## config.mk

```make
export PLATFORM = sky130hd
export DESIGN_NAME = adc_result_bank
export DESIGN_NICKNAME = d
export VERILOG_FILES = /design/src/rtl/adcrb_pkg.sv /design/src/rtl/adcrb_idle.sv /design/src/rtl/adcrb_chan.sv /design/src/rtl/adcrb_ofs.sv /design/src/rtl/adc_result_bank.sv
export SDC_FILE = /design/constraint.sdc
export NUM_CORES = 1
export LEC_CHECK = 0
export ABC_AREA = 1
export BUFFER_PORTS_ARGS = -buffer_cell sky130_fd_sc_hd__buf_4
export CELL_PAD_IN_SITES_DETAIL_PLACEMENT = 1
export CELL_PAD_IN_SITES_GLOBAL_PLACEMENT = 1
export CORE_ASPECT_RATIO = 0.5
export CORE_MARGIN = 2
export CORE_UTILIZATION = 36
export CTS_CLUSTER_DIAMETER = 200
export CTS_CLUSTER_SIZE = 12
export DETAILED_ROUTE_END_ITERATION = 7
export PLACE_DENSITY_LB_ADDON = 0.1
export SLEW_MARGIN = 20
export SYNTH_ARGS = -nofsm -noshare
export SYNTH_HDL_FRONTEND = slang
export SYNTH_SLANG_ARGS = --single-unit
```

## constraint.sdc

```tcl
create_clock -name clk -period 1.66 [get_ports clk]
set_input_delay 0.249 -clock clk [delete_from_list [all_inputs] [get_ports clk]]
set_output_delay 0.249 -clock clk [all_outputs]
set_load 0.02 [all_outputs]
```

## src/rtl/adcrb_pkg.sv

```systemverilog
package adcrb_pkg;

    localparam int WORD_W = 16;
    localparam int ADDR_W = 8;
    localparam int NUM_CH = 3;
    localparam int NUM_OFS = 2;

    typedef logic [WORD_W-1:0] word_t;
    typedef logic [ADDR_W-1:0] addr_t;

    localparam addr_t A_DAT_CUR  = 8'h20;
    localparam addr_t A_DAT_VOLT = 8'h24;
    localparam addr_t A_DAT_TEMP = 8'h28;
    localparam addr_t A_STATUS   = 8'h2C;
    localparam addr_t A_OFS_CUR  = 8'h30;
    localparam addr_t A_OFS_VOLT = 8'h34;

    typedef enum logic [2:0] {
        SEL_NONE,
        SEL_DAT_CUR,
        SEL_DAT_VOLT,
        SEL_DAT_TEMP,
        SEL_STATUS,
        SEL_OFS_CUR,
        SEL_OFS_VOLT
    } sel_e;

    typedef struct packed {
        logic  valid;
        word_t data;
    } strobe_t;

    function automatic sel_e decode(input addr_t a);
        case (a)
            A_DAT_CUR:  return SEL_DAT_CUR;
            A_DAT_VOLT: return SEL_DAT_VOLT;
            A_DAT_TEMP: return SEL_DAT_TEMP;
            A_STATUS:   return SEL_STATUS;
            A_OFS_CUR:  return SEL_OFS_CUR;
            A_OFS_VOLT: return SEL_OFS_VOLT;
            default:    return SEL_NONE;
        endcase
    endfunction

    function automatic int unsigned idle_cycles(input longint unsigned hz,
                                                input longint unsigned ns);
        longint unsigned c;
        c = (hz * ns + 64'd999_999_999) / 64'd1_000_000_000;
        if (c < 1) c = 1;
        return int'(c);
    endfunction

endpackage

```

## src/rtl/adcrb_idle.sv

```systemverilog
module adcrb_idle #(
    parameter int unsigned LIMIT = 2300
) (
    input  logic clk,
    input  logic rst,
    input  logic en_i,
    input  logic idle_i,
    output logic ok_o
);
    localparam int CW = $clog2(LIMIT + 1);
    localparam logic [CW-1:0] LIM_W = CW'(LIMIT);

    logic [CW-1:0] cnt_q;
    logic          run;

    assign run  = en_i && idle_i;
    assign ok_o = (cnt_q == LIM_W);

    always_ff @(posedge clk) begin
        if (rst || !run) cnt_q <= '0;
        else if (cnt_q != LIM_W) cnt_q <= cnt_q + 1'b1;
    end

    // leaving idle revokes qualification on the next cycle
    a_r9_restart: assert property (@(posedge clk) disable iff (rst)
        !run |=> !ok_o);
    // once qualified, staying idle keeps qualification
    a_r8_hold_ok: assert property (@(posedge clk) disable iff (rst)
        (ok_o && run) |=> ok_o);
endmodule

```

## src/rtl/adcrb_chan.sv

```systemverilog
module adcrb_chan
    import adcrb_pkg::*;
(
    input  logic    clk,
    input  logic    rst,
    input  strobe_t res_i,
    input  logic    clr_i,
    output word_t   data_o,
    output logic    rdy_o
);
    logic  take;
    word_t data_q;
    logic  rdy_q;

    assign take   = res_i.valid && !rdy_q;
    assign data_o = data_q;
    assign rdy_o  = rdy_q;

    always_ff @(posedge clk) begin
        if (rst) begin
            data_q <= '0;
            rdy_q  <= 1'b0;
        end else begin
            if (take) data_q <= res_i.data;
            rdy_q <= take || (rdy_q && !clr_i);
        end
    end

    // an accepted result lands and raises the flag
    a_r2_capture: assert property (@(posedge clk) disable iff (rst)
        (res_i.valid && !rdy_q) |=> (rdy_q && data_q == $past(res_i.data)));
    // a pending flag freezes the data register
    a_r3_frozen: assert property (@(posedge clk) disable iff (rst)
        rdy_q |=> $stable(data_q));
    // a result taken alongside a clear still leaves the flag set
    a_r12_set_wins: assert property (@(posedge clk) disable iff (rst)
        (res_i.valid && !rdy_q && clr_i) |=> rdy_q);
endmodule

```

## src/rtl/adcrb_ofs.sv

```systemverilog
module adcrb_ofs
    import adcrb_pkg::*;
#(
    parameter word_t INIT = 16'h8000
) (
    input  logic    clk,
    input  logic    rst,
    input  strobe_t cal_i,
    input  logic    sw_we_i,
    input  word_t   sw_data_i,
    input  logic    qual_i,
    output word_t   val_o
);
    word_t val_q;

    assign val_o = val_q;

    always_ff @(posedge clk) begin
        if (rst)                    val_q <= INIT;
        else if (cal_i.valid)       val_q <= cal_i.data;
        else if (sw_we_i && qual_i) val_q <= sw_data_i;
    end

    // calibration result always lands, even against a software write
    a_r10_cal_wins: assert property (@(posedge clk) disable iff (rst)
        cal_i.valid |=> val_q == $past(cal_i.data));
    // unqualified software writes leave the coefficient untouched
    a_r8_gate: assert property (@(posedge clk) disable iff (rst)
        (!cal_i.valid && !(sw_we_i && qual_i)) |=> $stable(val_q));
endmodule

```

## src/rtl/adc_result_bank.sv

```systemverilog
module adc_result_bank
    import adcrb_pkg::*;
#(
    parameter longint unsigned CLK_HZ        = 100_000_000,
    parameter longint unsigned IDLE_NS       = 23_000,
    parameter logic [15:0]     OFS_CUR_INIT  = 16'h8000,
    parameter logic [15:0]     OFS_VOLT_INIT = 16'h7F00
) (
    input  logic        clk,
    input  logic        rst,
    input  logic [7:0]  bus_addr,
    input  logic        bus_rd,
    input  logic        bus_wr,
    input  logic [15:0] bus_wdata,
    output logic [15:0] bus_rdata,
    input  logic        cur_valid,
    input  logic [15:0] cur_data,
    input  logic        volt_valid,
    input  logic [15:0] volt_data,
    input  logic        temp_valid,
    input  logic [15:0] temp_data,
    input  logic        cur_active,
    input  logic        volt_active,
    input  logic        adc_enabled,
    input  logic        adc_idle,
    input  logic        cal_cur_valid,
    input  logic [15:0] cal_cur_data,
    input  logic        cal_volt_valid,
    input  logic [15:0] cal_volt_data
);
    localparam int unsigned IDLE_CYC = idle_cycles(CLK_HZ, IDLE_NS);

    sel_e          sel;
    strobe_t       res   [NUM_CH];
    word_t         dat   [NUM_CH];
    logic [NUM_CH-1:0] rdy;
    logic [NUM_CH-1:0] clr;
    strobe_t       cal   [NUM_OFS];
    logic [NUM_OFS-1:0] sw_we;
    word_t         ofs   [NUM_OFS];
    logic          qual;
    logic          rd_cur, rd_volt, rd_temp;

    assign sel = decode(bus_addr);

    assign res[0] = '{valid: cur_valid,  data: cur_data};
    assign res[1] = '{valid: volt_valid, data: volt_data};
    assign res[2] = '{valid: temp_valid, data: temp_data};
    assign cal[0] = '{valid: cal_cur_valid,  data: cal_cur_data};
    assign cal[1] = '{valid: cal_volt_valid, data: cal_volt_data};

    assign rd_cur  = bus_rd && (sel == SEL_DAT_CUR);
    assign rd_volt = bus_rd && (sel == SEL_DAT_VOLT);
    assign rd_temp = bus_rd && (sel == SEL_DAT_TEMP);

    // clear spans shrink as higher-priority channels stay active
    always_comb begin
        clr[0] = rd_cur;
        clr[1] = rd_cur || (rd_volt && !cur_active);
        clr[2] = clr[1] || (rd_temp && !cur_active && !volt_active);
    end

    assign sw_we[0] = bus_wr && (sel == SEL_OFS_CUR);
    assign sw_we[1] = bus_wr && (sel == SEL_OFS_VOLT);

    adcrb_idle #(.LIMIT(IDLE_CYC)) u_idle (
        .clk    (clk),
        .rst    (rst),
        .en_i   (adc_enabled),
        .idle_i (adc_idle),
        .ok_o   (qual)
    );

    for (genvar c = 0; c < NUM_CH; c++) begin : g_chan
        adcrb_chan u_chan (
            .clk    (clk),
            .rst    (rst),
            .res_i  (res[c]),
            .clr_i  (clr[c]),
            .data_o (dat[c]),
            .rdy_o  (rdy[c])
        );
    end

    for (genvar k = 0; k < NUM_OFS; k++) begin : g_ofs
        localparam word_t INIT = (k == 0) ? OFS_CUR_INIT : OFS_VOLT_INIT;
        adcrb_ofs #(.INIT(INIT)) u_ofs (
            .clk       (clk),
            .rst       (rst),
            .cal_i     (cal[k]),
            .sw_we_i   (sw_we[k]),
            .sw_data_i (bus_wdata),
            .qual_i    (qual),
            .val_o     (ofs[k])
        );
    end

    always_comb begin
        bus_rdata = '0;
        if (bus_rd) begin
            case (sel)
                SEL_DAT_CUR:  bus_rdata = dat[0];
                SEL_DAT_VOLT: bus_rdata = dat[1];
                SEL_DAT_TEMP: bus_rdata = dat[2];
                SEL_STATUS:   bus_rdata = {{(WORD_W-NUM_CH){1'b0}}, rdy};
                SEL_OFS_CUR:  bus_rdata = ofs[0];
                SEL_OFS_VOLT: bus_rdata = ofs[1];
                default:      bus_rdata = '0;
            endcase
        end
    end

    logic any_res;
    assign any_res = cur_valid || volt_valid || temp_valid;

    // current-data read with no incoming result empties the status
    a_r4_clear_all: assert property (@(posedge clk) disable iff (rst)
        (rd_cur && !any_res) |=> (rdy == '0));
    // voltage-data read while current is active touches no flag
    a_r5_keep: assert property (@(posedge clk) disable iff (rst)
        (rd_volt && cur_active && !any_res) |=> $stable(rdy));
    // temperature-data read with a higher channel active touches no flag
    a_r6_keep: assert property (@(posedge clk) disable iff (rst)
        (rd_temp && (cur_active || volt_active) && !any_res) |=> $stable(rdy));
    // temperature read with both higher channels idle drops bit 2 only
    a_r6_clear: assert property (@(posedge clk) disable iff (rst)
        (rd_temp && !cur_active && !volt_active && !any_res)
            |=> (!rdy[2] && rdy[1:0] == $past(rdy[1:0])));
    // the read port is quiet between accesses
    a_r7_quiet: assert property (@(posedge clk) disable iff (rst)
        !bus_rd |-> (bus_rdata == '0));
endmodule

```

# Yosys cells after proc, flatten, opt, wreduce, memory -nomap -nowiden
# Index checks and enable logic that the tools add are counted.
dict set report word_totals {
  output_inout_bits 16
  regBits 95
  in_bits 117
  elab_cells 65
}
dict set report op_classes {
  n_eq_ne 14
  add_sub_neg 1
  mux 7
  n_reduce_logical 34
}
# op n
set op_table {}
lappend op_table {{16-bit case mux with 6 select lines} 1}
lappend op_table {{16-bit 2-to-1 mux} 5}
lappend op_table {{8-bit by 6-bit == test with 1-bit output, second input constant} 6}
lappend op_table {{3-bit case mux with 6 select lines} 1}
lappend op_table {{1-bit logical AND} 17}
lappend op_table {{12-bit by 1-bit adder with 12-bit output, second input constant} 1}
lappend op_table {{12-bit == test, second input constant} 1}
lappend op_table {{12-bit != test, second input constant} 1}
lappend op_table {{3-bit == test, second input constant} 3}
lappend op_table {{1-bit zero test} 9}
lappend op_table {{3-bit by 2-bit == test with 1-bit output, second input constant} 2}
lappend op_table {{1-bit logical OR} 6}
lappend op_table {{2-bit nonzero test} 2}
lappend op_table {{3-bit by 1-bit == test with 1-bit output, second input constant} 1}

# Logic depth before layout (Yosys ltp)
dict set report logic_depth {
  depth_word 10
  depth_mapped 12
  ltp_nobuf 11
}

# By module
# Synthesis repeated with hierarchy kept, for this count alone.
dict set report unflattened {
  hier_cells 950
  area_unflattened_um2 5838.1
}
# module n_inst area_each_um2 cells_each seq_area_each_um2
set modules_own_cells {}
lappend modules_own_cells {adcrb_chan 3 743.2 110 340.3}
lappend modules_own_cells {adc_result_bank 1 1001.0 213 0.0}
lappend modules_own_cells {{adcrb_ofs (g_ofs[0].u_ofs)} 1 988.4 155 320.3}
lappend modules_own_cells {{adcrb_ofs (g_ofs[1].u_ofs)} 1 902.1 142 320.3}
lappend modules_own_cells {adcrb_idle 1 716.9 110 240.2}

# Worst setup path after synthesis
# No wires, ideal clock.
dict set report synth_path {
  path_type {in2out}
  from {in bus_addr[0]}
  to {out bus_rdata[10]}
  n_path_buf 1
  arrival_time_ns 1.339
  t_required_ns 1.411
  path_stages 10
  path_slack_ns 0.072
  path_cell_list {inv_2 -> nand2_1 -> nor2_1 -> nand2_1 -> inv_1 -> buf_2 -> nand2_1 -> nand3_1 -> nor2_1 -> nor2_1}
}
dict set report synth_via {
  elab_chain_cells 5
  elab_cells_between_ends 15
  classes_between {12 x eq/ne; 3 x mux}
}
# item line
set synth_rtl {}
lappend synth_rtl {{from (decl)} adc_result_bank.sv:11} ;# input logic [7:0] bus_addr,
lappend synth_rtl {{8-bit by 6-bit == test with 1-bit output} adcrb_pkg.sv:34} ;# case (a)
lappend synth_rtl {{3-bit case mux with 6 select lines *} adcrb_pkg.sv:34}
lappend synth_rtl {{3-bit == test, or another cell as far along} adc_result_bank.sv:101} ;# case (sel)
lappend synth_rtl {{16-bit case mux with 6 select lines *} adc_result_bank.sv:101}
lappend synth_rtl {{16-bit 2-to-1 mux *} adc_result_bank.sv:100} ;# if (bus_rd) begin
lappend synth_rtl {{to (decl)} adc_result_bank.sv:15} ;# output logic [15:0] bus_rdata,
# Every way passes the cells marked *; elsewhere a longest branch is shown, timed or not.

# Final worst setup path
dict set report layout_path {
  from {in bus_addr[3]}
  to {out bus_rdata[5]}
}
# Same word-level chain as after synthesis.

==> impl_metrics.tcl <==
set metrics [dict create \
    start_util_pct 36.79 \
    antennaDiodeCount 0 \
    synthFlopType "dfxtp_1" \
    grt_max_degree 68 \
    skew_ns 0.009224 \
    grt_pass1_vias 5653 \
    final_cell_mix "buf_4, nor2_1, nand2_1" \
    synthXorXnorAreaFrac_pct 0.3514 \
    synth_top_family_by_area "simple AND/OR/NAND/NOR gates" \
    placement.setup.worst_slack_ns -0.2245 \
    finalNetCount 1049 \
    drt_pre_antenna_iters 4 \
    power_density_nw_per_um2 776.0 \
    syn-instance-count 770 \
    final_core_util_pct 53.75 \
    hold_depth 3 \
    yosys.cell_types.count 32 \
    post-dp-hpwl_microns 13450 \
    rsz0062_at_grt "true" \
    p_leak_nw 3.502 \
    fin_area_sq_um 7283 \
    area_growth_syn_to_layout_pct 46.11 \
    syn_nets 889 \
    worstHoldStart "cal_volt_data[9]" \
    final_cells 1127 \
    cts_sinks 95 \
    ioPinCount 133 \
    regToRegStartpoint "u_idle.cnt_q[0]" \
    grt_pass1_wl_microns 28950 \
    fmax_mhz 563.5 \
    synthSimpleGateAreaFrac_pct 42.14 \
    fillers 1724 \
    ys_ff_latch 95 \
    synth_top_area_share_pct 38.15 \
    ant_nets 0 \
    route.detailed.drc 0 \
    critical_path_class "in2out" \
    yosys.area.top_type "dfxtp_1" \
    synth-edff-count 0 \
    setup_viol 15 \
    yosys_warnings 0 \
    die-area_sq_um 14860 \
    irDropWorstVdd_mv 0.5295 \
    die_w_microns 170.4 \
    end_kind "primary output" \
    totalPowerFinal_mw 5.652 \
    wl_microns 20100 \
    hold_end "g_ofs[1].u_ofs.val_o[9]" \
    muxShareOfSynthArea_pct 0 \
    synthArstFlopShare_pct 0 \
    yosysSeqAreaShare_pct 38.15 \
    crit_buf_inv 5 \
    cts-root-buf "clkbuf_16" \
    drv_cap 0 \
    place_area_sq_um 6391 \
    grt_overflow 0 \
    final_common_cell "buf_4" \
    syn-cell-area_sq_um 4985 \
    synth_compound_area_share_pct 10.82 \
    dr_total_vias 5633 \
    core_sq_um 13550 \
    cts_buffers 9 \
    drive_gt1_share_pct 33.58 \
    tns_ns -1.085 \
    hold_class "in2reg" \
    r2r_end "g_ofs[0].u_ofs.val_o[7]" \
    rr_worst_depth 11 \
    fin_crit_ns 1.775 \
    critPathTopFamily "simple AND/OR/NAND/NOR gates" \
    avgSynthCellArea_sq_um 6.474 \
    fin_hold_ws_ns 0.1260 \
    clkTransAtPathRegs_ns 0.07 \
    cp-start-kind "input pin" \
    status "finished, violations left" \
    critPathMaxStageDelay_ns 0.22 \
    grt_use_total_pct 25.37 \
    dpl.cell_count 1097 \
    cts_tree "yes" \
    cts_buffer_depth 2 \
    drt_iter0_drc 266 \
    avgViaCountPerCell 4.998 \
    clock_latency_ns 0.36 \
    synth_fa_ha_area_share_pct 0.5020 \
    rrSetupSlack_ns 0.03 \
    cp_max_fo 7 \
    fin_ws_ns -0.1146 \
    fin_crit_sh_pct 106.9 \
    cp.arrival_ns 1.53 \
    worstMarginPinSlew_ns 0.5876 \
    wl_per_cell_microns 17.83 \
    relSlewSlack_pct 60.78 \
    antenna_found_initial 0 \
    portBuffers 132 \
    worstPathCellList "buf_8, inv_6, nand2_4, nor2_4, nand2_2, inv_4, buf_12, nand2_2, nand3_2, nor2_1, nor2_1, buf_4" \
    final_max_slew_viol_count 0 \
    holdBufCountCts 0 \
    rows 30 \
    final-hold-violation-count 0 \
    die_h_microns 87.21 \
    synth_area_leaders "dfxtp_1, nand2_1, nor2_1" \
    cp_slowest_cell "nor2_4" \
    worst_ep_required_time_ns 1.41 \
    htree_levels 3 \
    violations "negative setup slack" \
    gp_congestion 0.8864 \
]
## what timing repair did
item | in CTS | in global routing
setup endpoints to repair | 16 | 36
pin swaps | 16 | 34
resized for setup | 58 | 78
buffers inserted | 5 | 5
cloned | 3 | 3
## cell families (layout without fill, tap and decap cells)
group	count (synthesis)	in the layout
simple gates	471	471
compound gates	106	106
xor+xnor	2	2
flops	95	95
buf+inv	94	259
fa+ha+maj	2	2
## report_power, final
group | internal (mW) | leakage [nW] | total, mW | switching (mW)
clock network | 1.22 | 0.147 | 2.19 | 0.967
registers | 2.44 | 0.786 | 2.56 | 0.119
logic | 0.417 | 2.57 | 0.903 | 0.486
total | 4.08 | 3.50 | 5.65 | 1.57
## Yosys cell counts (3+ instances only)
| cell | instances |
|---|---|
| nand2_1 | 175 |
| nor2_1 | 167 |
| dfxtp_1 | 95 |
| o21ai_0 | 78 |
| nand3_1 | 76 |
| inv_1 | 47 |
| a21oi_1 | 25 |
| clkbuf_1 | 20 |
| nor2_2 | 13 |
| buf_2 | 11 |
| nand3b_1 | 10 |
| nand2_2 | 6 |
| nand4_1 | 6 |
| clkinv_1 | 5 |
| inv_2 | 5 |
| nor2_4 | 5 |
| nand3_2 | 4 |
| nand2_4 | 3 |
| nor3_1 | 3 |
## flip-flops by register name, summed over array words and instances, names as in the netlist
signal,flops
g_chan.u_chan.data_o,48
u_idle.cnt_q,12
g_ofs.u_ofs.val_o,32
g_chan.u_chan.rdy_o,3
## layout make-up
class / instances / area (sq um) / share of cell area [%]
Multi-Input combinational cell: 581 / 3027 / 41.56
Timing Repair Buffer: 184 / 1554 / 21.34
Sequential cell: 95 / 1903 / 26.13
Clock inverter: 5 / 63.81 / 0.8761
Clock buffer: 11 / 242.7 / 3.333
Tap cell: 192 / 240.2 / 3.298
Inverter: 58 / 245.2 / 3.367
Timing Repair inverter: 1 / 7.507 / 0.1031
## worst max path at each step
| stage | start | to | slack, ns | cells past startpoint |
|---|---|---|---|---|
| global placement | bus_addr[0] | bus_rdata[0] | -0.19 | 10 |
| floorplan | bus_addr[0] | bus_rdata[10] | 0.07 | 10 |
| CTS | bus_addr[0] | bus_rdata[2] | -0.05 | 12 |
| detailed placement | bus_addr[3] | bus_rdata[0] | -0.22 | 10 |
| global route | bus_addr[3] | bus_rdata[4] | -0.17 | 12 |
| finish | bus_addr[3] | bus_rdata[5] | -0.11 | 12 |
## per-layer routing
layer	vias to the layer above	wire length, microns	track usage (%)
met1	2694	9399	34.35
met3	21	1062	4.498
met2	151	9370	42.87
li1	2767	-	-
met5	-	0	0
met4	0	265	5.128
## worst min-delay path, cell delays in order
cell and delay (ns):
buf_4 0.08, a21oi_1 0.05, nand3_1 0.07
Note: power is estimated with default switching activity, not from simulation.
